--- config.mk ---
export PLATFORM = sky130hd
export DESIGN_NAME = dsadc_seq
export DESIGN_NICKNAME = d
export VERILOG_FILES = /design/src/rtl/dsadc_pkg.sv /design/src/rtl/dsadc_ctrl.sv /design/src/rtl/dsadc_data.sv /design/src/rtl/dsadc_seq.sv
export SDC_FILE = /design/constraint.sdc
export NUM_CORES = 1
export LEC_CHECK = 0
export BUFFER_PORTS_ARGS = -buffer_cell sky130_fd_sc_hd__buf_4
export CORE_MARGIN = 1.5
export CORE_UTILIZATION = 50
export DETAILED_ROUTE_END_ITERATION = 8
export PLACE_DENSITY = 0.67
export SYNTH_ARGS = -nofsm -noshare
export SYNTH_HDL_FRONTEND = slang
export SYNTH_SLANG_ARGS = --single-unit
--- constraint.sdc ---
create_clock -name clk -period 18.7 [get_ports clk]
set_clock_uncertainty 0.1 [all_clocks]
set_input_delay 3.74 -clock clk [delete_from_list [all_inputs] [get_ports clk]]
set_output_delay 3.74 -clock clk [all_outputs]
set_load 0.05 [all_outputs]
--- src/rtl/dsadc_pkg.sv ---
`timescale 1ns/1ps
package dsadc_pkg;
  localparam int DIGITS = 5;

  typedef struct packed {
    logic siStart;   // entering signal integrate
    logic riStart;   // entering reference integrate
    logic countEn;   // advance the reading counter
    logic busyEnd;   // crossing seen or window exhausted
    logic overFlow;  // window exhausted without a crossing
  } seqStrobe_t;

  function automatic logic [4*DIGITS-1:0] binToBcd(input logic [31:0] v);
    logic [31:0] rem;
    logic [4*DIGITS-1:0] res;
    rem = v;
    res = '0;
    for (int i = 0; i < DIGITS; i++) begin
      res[4*i +: 4] = 4'(rem % 10);
      rem = rem / 10;
    end
    return res;
  endfunction
endpackage

--- src/rtl/dsadc_ctrl.sv ---
`timescale 1ns/1ps
module dsadc_ctrl
  import dsadc_pkg::*;
#(
  parameter int SIG_LEN = 10000,
  parameter int IZ_EXT  = 6200
) (
  input  logic       clk,
  input  logic       rstN,
  input  logic       runHold,
  input  logic       zeroCross,
  output seqStrobe_t stb,
  output logic       selAutoZero,
  output logic       selInput,
  output logic       selRef,
  output logic       selIntZero
);
  localparam int AZ_LEN  = SIG_LEN + 1;
  localparam int REF_WIN = 2 * SIG_LEN + 1;
  localparam int CW      = $clog2(REF_WIN + 1);
  localparam logic [CW-1:0] AZ_LAST  = CW'(AZ_LEN - 1);
  localparam logic [CW-1:0] SI_LAST  = CW'(SIG_LEN - 1);
  localparam logic [CW-1:0] WIN_LAST = CW'(REF_WIN - 1);
  localparam logic [CW-1:0] EXT_N    = CW'(IZ_EXT);

  typedef enum logic [2:0] {S_AZ, S_SI, S_RI, S_IZ, S_HOLD} seqState_t;

  seqState_t   state;
  logic [CW-1:0] cnt;
  logic        extPend;
  logic        endCycle;
  logic        inExt;

  always_comb begin
    stb      = '0;
    endCycle = 1'b0;
    case (state)
      S_AZ: stb.siStart = (cnt == AZ_LAST);
      S_SI: stb.riStart = (cnt == SI_LAST);
      S_RI: begin
        stb.countEn  = (cnt != '0) && !zeroCross;
        stb.busyEnd  = zeroCross || (cnt == WIN_LAST);
        stb.overFlow = !zeroCross && (cnt == WIN_LAST);
        endCycle     = (cnt == WIN_LAST);
      end
      S_IZ:    endCycle = (cnt == WIN_LAST);
      default: ;
    endcase
  end

  always_ff @(posedge clk) begin
    if (!rstN) begin
      state   <= S_AZ;
      cnt     <= '0;
      extPend <= 1'b0;
    end else begin
      case (state)
        S_AZ: begin
          if (stb.siStart) begin
            state   <= S_SI;
            cnt     <= '0;
            extPend <= 1'b0;
          end else begin
            cnt <= cnt + 1'b1;
          end
        end
        S_SI: begin
          if (stb.riStart) begin
            state <= S_RI;
            cnt   <= '0;
          end else begin
            cnt <= cnt + 1'b1;
          end
        end
        S_RI, S_IZ: begin
          if (stb.overFlow) extPend <= 1'b1;
          if (endCycle) begin
            state <= runHold ? S_AZ : S_HOLD;
            cnt   <= '0;
          end else begin
            if (stb.busyEnd) state <= S_IZ;
            cnt <= cnt + 1'b1;
          end
        end
        S_HOLD: begin
          if (runHold) begin
            state <= S_AZ;
            cnt   <= '0;
          end
        end
        default: state <= S_AZ;
      endcase
    end
  end

  assign inExt       = (state == S_AZ) && extPend && (cnt < EXT_N);
  assign selIntZero  = (state == S_IZ) || inExt;
  assign selAutoZero = (state == S_HOLD) || ((state == S_AZ) && !inExt);
  assign selInput    = (state == S_SI);
  assign selRef      = (state == S_RI);
endmodule

--- src/rtl/dsadc_data.sv ---
`timescale 1ns/1ps
module dsadc_data
  import dsadc_pkg::*;
#(
  parameter int SIG_LEN   = 10000,
  parameter int UNDER_LIM = 1800
) (
  input  logic                clk,
  input  logic                rstN,
  input  logic                cmpIn,
  input  seqStrobe_t          stb,
  output logic                zeroCross,
  output logic                busy,
  output logic                polarity,
  output logic                overRange,
  output logic                underRange,
  output logic                latchLoad,
  output logic [4*DIGITS-1:0] reading
);
  localparam int CW = $clog2(2 * SIG_LEN + 2);

  logic          cmpQ;
  logic [CW-1:0] count;

  assign zeroCross = (cmpQ != polarity);

  always_ff @(posedge clk) begin
    if (!rstN) begin
      cmpQ       <= 1'b0;
      count      <= '0;
      busy       <= 1'b0;
      polarity   <= 1'b0;
      overRange  <= 1'b0;
      underRange <= 1'b0;
      latchLoad  <= 1'b0;
      reading    <= '0;
    end else begin
      cmpQ      <= cmpIn;
      latchLoad <= stb.busyEnd;
      if (stb.riStart)      count <= '0;
      else if (stb.countEn) count <= count + 1'b1;
      if (stb.siStart) begin
        busy       <= 1'b1;
        underRange <= 1'b0;
      end
      if (stb.riStart) begin
        polarity  <= cmpIn;
        overRange <= 1'b0;
      end
      if (stb.busyEnd) begin
        busy       <= 1'b0;
        overRange  <= stb.overFlow;
        underRange <= !stb.overFlow && (count <= CW'(UNDER_LIM));
        reading    <= stb.overFlow ? '0 : binToBcd(32'(count));
      end
    end
  end
endmodule

--- src/rtl/dsadc_seq.sv ---
`timescale 1ns/1ps
module dsadc_seq
  import dsadc_pkg::*;
#(
  parameter int SIG_LEN   = 10000,
  parameter int UNDER_LIM = 1800,
  parameter int IZ_EXT    = 6200
) (
  input  logic        clk,
  input  logic        rstN,
  input  logic        runHold,
  input  logic        cmpIn,
  output logic        swAutoZero,
  output logic        swInput,
  output logic        swRefPos,
  output logic        swRefNeg,
  output logic        swIntZero,
  output logic        busy,
  output logic        overRange,
  output logic        underRange,
  output logic        polarity,
  output logic        latchLoad,
  output logic [19:0] reading
);
  seqStrobe_t stb;
  logic       zeroCross;
  logic       selRef;

  dsadc_ctrl #(.SIG_LEN(SIG_LEN), .IZ_EXT(IZ_EXT)) ctrl_i (
    .clk(clk), .rstN(rstN), .runHold(runHold), .zeroCross(zeroCross), .stb(stb),
    .selAutoZero(swAutoZero), .selInput(swInput), .selRef(selRef), .selIntZero(swIntZero)
  );

  dsadc_data #(.SIG_LEN(SIG_LEN), .UNDER_LIM(UNDER_LIM)) data_i (
    .clk(clk), .rstN(rstN), .cmpIn(cmpIn), .stb(stb), .zeroCross(zeroCross),
    .busy(busy), .polarity(polarity), .overRange(overRange), .underRange(underRange),
    .latchLoad(latchLoad), .reading(reading)
  );

  assign swRefPos = selRef & polarity;
  assign swRefNeg = selRef & ~polarity;
endmodule

=== Word level (Yosys, flattened, before mapping) ===
Index checks and enable logic that the tools add are counted.

* Add/subtract/negate cells: 2
* Multiply operators: 0
* Divide/modulo/power cells: 9
* Order comparisons: 2
* Eq/ne operators: 13
* Shifts and indexed selects: 0
* Mux-type cells: 23
* Bitwise gates (word level): 4
* Reductions and logical operators: 24

{| class="wikitable"
|+ Operator list
! operator !! number
|-
| $mod A32 B4 Y32 const B || 4
|-
| $div A32 B4 Y32 const B || 3
|-
| $mux W15 || 4
|-
| $pmux W15 S4 || 1
|-
| $div A15 B4 Y32 const B || 1
|-
| $mod A15 B4 Y32 const B || 1
|-
| $add A15 B1 Y15 const B || 2
|-
| $eq A15 B14 Y1 const B || 2
|-
| $mux W3 || 7
|-
| $mux W20 || 1
|-
| $eq A15 B15 Y1 const B || 1
|-
| $le A15 B11 Y1 const B || 1
|-
| $lt A15 B13 Y1 const B || 1
|-
| $reduce_bool A15 Y1 || 1
|-
| $pmux W3 S4 || 1
|-
| $mux W1 || 8
|-
| $eq A3 B2 Y1 const B || 2
|-
| $logic_and A1 B1 Y1 || 6
|-
| $ne A2 B1 Y1 const B || 3
|-
| $reduce_bool A2 Y1 || 3
|-
| $reduce_or A2 Y1 || 3
|-
| $reduce_and A4 Y1 || 1
|-
| $reduce_bool A4 Y1 || 1
|-
| $eq A3 B1 Y1 const B || 1
|-
| other kinds (12) || 18
|}

* Flip-flop bits (word level): 60
* Bits in latches: 0
* Memory bits (writable): 0
* Memory bits (read-only): 0
* Bits of input ports: 4
* Output and inout port bits: 30
* Logic and storage cells: 88
* Memories: 0

=== Depth between registers and ports, before layout ===
* Word-level depth: 7
* Gate-level depth with buffers: 48
* Depth with buffers taken out: 40

=== By module ===
A second synthesis with hierarchy kept.

* Cell total of the unflattened synthesis: 1445
* Area, all modules: 9882.0 sq um

{| class="wikitable"
|+ Modules (own cells, without submodules)
! module !! times used !! cells an instance !! area each (sq um) !! sequential area each (sq um)
|-
| dsadc_data || 1 || 1306 || 8713.4 || 800.8
|-
| dsadc_ctrl || 1 || 137 || 1152.4 || 380.4
|-
| dsadc_seq || 1 || 2 || 16.3 || 0.0
|}

=== Worst setup path before layout ===
No wires, ideal clock.

* Kind: reg2reg
* From: register data_i.count[12]
* To: register data_i.reading[10]
* Library setup time: 0.117 ns
* Arrival time: 9.139 ns
* Required time: 18.483 ns
* Setup slack: 9.344 ns
* Stages on the path, launching flop included: 45
* Path buffers: 6
* Clock period less this slack: 9.356 ns
* Path through: dfxtp_1 buf_6 or2_1 buf_2 ha_1 nand2b_1 o21ai_0 o211a_1 or3_1 buf_6 a21oi_4 o2111ai_2 buf_6 or3_1 a21o_1 o211ai_2 and2_4 buf_4 [9 not listed] mux2i_1 nor2b_2 nand2_1 inv_1 buf_4 xnor2_1 inv_1 ha_1 nand2_1 o2111ai_1 nor4b_1 mux2i_1 a211oi_2 o221ai_1 o221ai_2 nand4_1 mux2i_1 a22o_1

* Longest elaborated chain between the ends: 4

{| class="wikitable"
|+ Ends and longest elaborated chain
! element !! RTL line !! RTL
|-
| start: declaration || dsadc_data.sv:23 || <nowiki>logic [CW-1:0] count;</nowiki>
|-
| start signal: assignment || dsadc_data.sv:41 || <nowiki>else if (stb.countEn) count <= count + 1'b1;</nowiki>
|-
| $div A15 B4 Y32 || dsadc_pkg.sv:20 || <nowiki>rem = rem / 10;</nowiki>
|-
| $div A32 B4 Y32 || dsadc_pkg.sv:20 ||
|-
| $mod A32 B4 Y32 || dsadc_pkg.sv:19 || <nowiki>res[4*i +: 4] = 4'(rem % 10);</nowiki>
|-
| $mux W20 || dsadc_data.sv:54 || <nowiki>reading <= stb.overFlow ? '0 : binToBcd(32'(count));</nowiki>
|-
| end signal: assignment || dsadc_data.sv:54 ||
|-
| end: declaration || dsadc_data.sv:18 || <nowiki>output logic [4*DIGITS-1:0] reading</nowiki>
|}

No other way between the ends.
A chain may end at the register's enable or synchronous reset.

=== Worst setup path in the final report ===
Ends and elaborated chain as after synthesis.

==> results.json <==
{
  "status": "complete, no violations",
  "cts_setup_buffers": 0,
  "cp.arrival_ns": 12.01,
  "fp.dieH_um": 138,
  "layout.nets": 1328,
  "htree_num_levels": 3,
  "synth_fp_nets": 1344,
  "min_from": "data_i.reading[5]",
  "clockRootBuffer": "clkbuf_16",
  "start_util": 0.507,
  "cellPowerDensity_mw_per_mm2": 31.7,
  "drv_cap": 0,
  "synth_area_sq_mm": 0.00905,
  "dr.pass1.iters": 6,
  "finalHoldViolCount": 0,
  "cts_tree": "yes",
  "drc": 0,
  "grt_pass1_wl_um": 44700,
  "cts.sinks": 59,
  "synth_edf_count": 0,
  "r2r_setup_slack_ns": 6.81,
  "final_layout_size_suffix_gt1_frac": 0.0932,
  "dp_hpwl_um": 20800,
  "finalNonFillerCells": 1538,
  "yosys.cell_types.count": 114,
  "tns_ns": 0,
  "dp.cells": 1522,
  "slowest_delay_ns": 0.93,
  "critical_path_class": "flop to flop",
  "rsz0062_at_grt": "no",
  "vias": 10200,
  "fin_crit_ns": 11.89,
  "grt_max_degree": 25,
  "clockBufferDepth": 2,
  "worst_pin_slew_ns": 1.04,
  "ys.flop_type": "dfxtp_1",
  "ioPinCount": 34,
  "holdPathEnd": "data_i.reading[5]",
  "endpoint_kind": "flop",
  "syn_to_final_growth_pct": 5.89,
  "yosysTopAreaCell": "dfxtp_1",
  "core_area_sq_mm": 0.0178,
  "startpoint_type": "flop",
  "rr_startpoint": "data_i.count[12]",
  "critPathSlowestCell": "a2111oi_4",
  "slew_violations": 0,
  "cp_max_fo": 19,
  "hold_buffers": 0,
  "drt_iter0_drc": 994,
  "clock_latency_ns": 0.33,
  "max-slew-margin-rel": 0.307,
  "drt_wl_total_um": 27200,
  "diodes": 0,
  "grt_pass1_vias": 9139,
  "syn_inst": 1320,
  "min_delay_path_depth": 2,
  "io_buffers": 32,
  "fmax_mhz": 84.1,
  "setup-violations-final": 0,
  "gp_congestion": 1.01,
  "reg2reg_depth": 37,
  "cts_resized": 0,
  "ant_nets": 0,
  "yosys_register_bits": 59,
  "rows": 49,
  "synth-seq-area-share": 0.130,
  "die-area_sq_mm": 0.0189,
  "nFillCells": 1770,
  "grt_usage": 0.287,
  "hold_path_class": "flop to flop",
  "crit_required_ns": 18.82,
  "hold_slack_ns": 0.347,
  "numCtsBuffers": 9,
  "period_share": 0.636,
  "syn_avg_cell_area_sq_um": 6.86,
  "yosys-top-cells-area": "dfxtp_1 13%, nor2_1 7.5%, nand2_1 5.8%",
  "p_leak_nw": 3.62,
  "yosysTopAreaCellShare": 0.130,
  "die_w_um": 138,
  "antenna_found_initial": 0,
  "routed_via_density": 6.62,
  "post_drt_wl_per_cell_um": 17.7,
  "synthArstFlopShare": 0,
  "finalPower_mw": 0.304,
  "clk_pin_slew_ns": 0.06,
  "grt_overflow_total": 0,
  "peakVddDrop_v": 0.0000486,
  "r2r-end": "data_i.reading[10]",
  "ys.warnings.count": 0
}
## report_power, final
part | switching, mW | internal, mW
Combinational | 0.00463 | 0.00205
Clock | 0.0656 | 0.104
Sequential | 0.00112 | 0.127
## metrics by stage
| step | util | setup slack (ns) | cell area, sq um |
|---|---|---|---|
| global route | 0.537 | 5.70 | 9590 |
| CTS | 0.537 | 7.02 | 9590 |
| detailed placement | 0.520 | 7.08 | 9280 |
| floorplan | - | 9.34 | 9050 |
| global placement | 0.520 | 7.20 | 9280 |
| finish | 0.537 | 6.81 | 9590 |
## state kept, by name, indices dropped and copies added, names as in the netlist
signal and flops:
data_i.underRange 1, data_i.reading 19, data_i.polarity 1, ctrl_i.cnt 15
ctrl_i.state 3, data_i.overRange 1, data_i.latchLoad 1, data_i.busy 1
ctrl_i.extPend 1, data_i.cmpQ 1, data_i.count 15
## logic make-up after synthesis
family | after synthesis | share of synthesized area
AO/OA/AOI/OAI | 430 | 0.353
other | 1 | 0.000414
adder cells (fa/ha/maj) | 34 | 0.0431
XOR/XNOR | 70 | 0.0698
multiplexers | 19 | 0.0224
buffers and inverters | 110 | 0.0554
flip-flops | 59 | 0.130
AND/OR/NAND/NOR | 597 | 0.325
## final cells by class
class / instances / area (sq um) / area share
clock buffers: 9 / 225 / 0.0235
repair buffers: 36 / 270 / 0.0282
clock inverters: 7 / 76.3 / 0.00796
multi-input cells: 1151 / 7370 / 0.769
flip-flops and latches: 59 / 1180 / 0.123
well taps: 229 / 287 / 0.0299
inverters: 47 / 176 / 0.0184
## how the worst max path moves through the flow
stage / start / endpoint / slack, ns / depth (start not counted)
after floorplan: data_i.count[12] / data_i.reading[10] / 9.34 / 44
after global placement: data_i.count[13] / data_i.reading[10] / 7.20 / 36
after detailed placement: data_i.count[13] / data_i.reading[10] / 7.08 / 37
after CTS: data_i.count[13] / data_i.reading[10] / 7.02 / 37
after global routing: data_i.count[13] / data_i.reading[10] / 5.70 / 37
final: data_i.count[12] / data_i.reading[10] / 6.81 / 37
## cells in the final DEF, fill, tap and decap left out, drive strengths merged, types with 19 or more instances in the layout
cell and n:
xnor2 50, nand2 143, a31oi 28, nor3 47, nand2b 21, o21ai 101, ha 20, o211ai 27
nand4 21, xor2 20, nor4 19, nor2 190, a21oi 79, dfxtp 59, buf 36, inv 48
nand3 61
## metal layers
layer | up-vias | global-route usage | part of all wire
li1 | 4946 | - | -
met1 | 4799 | 0.380 | 0.45
met2 | 370 | 0.473 | 0.47
met3 | 69 | 0.0497 | 0.063
met4 | 0 | 0.0906 | 0.023
met5 | - | 0 | 0
## cells in the mapped netlist (all sizes together), types with 9 or more instances
cell type  number
o21a           10
clkbuf         33
o31ai          16
xor2           20
nand4          21
nand2         143
xnor2          50
nor4           19
ha             20
nand2b         21
o211ai         27
inv            47
a22o           10
and3           16
o21ai         101
a211oi         17
dfxtp          59
nor3           47
or4            11
mux2i          18
maj3           14
a31oi          28
o22ai          10
buf            30
nand3          61
or2            12
o221ai          9
nor2          190
a21oi          79
and2           13
or3            12
a21o           10
## critical path: cells and delay by family (launching register included)
kind / cells / cell delay [ns]
muxes: 3 / 0.77
DFF: 1 / 0.67
buffers and inverters: 2 / 0.36
AOI/OAI and AO/OA: 16 / 5.21
adders and majority gates: 3 / 1.05
and+or+nand+nor: 11 / 2.98
xor gates and xnor gates: 2 / 0.63
(Power assumes the default switching activity.)
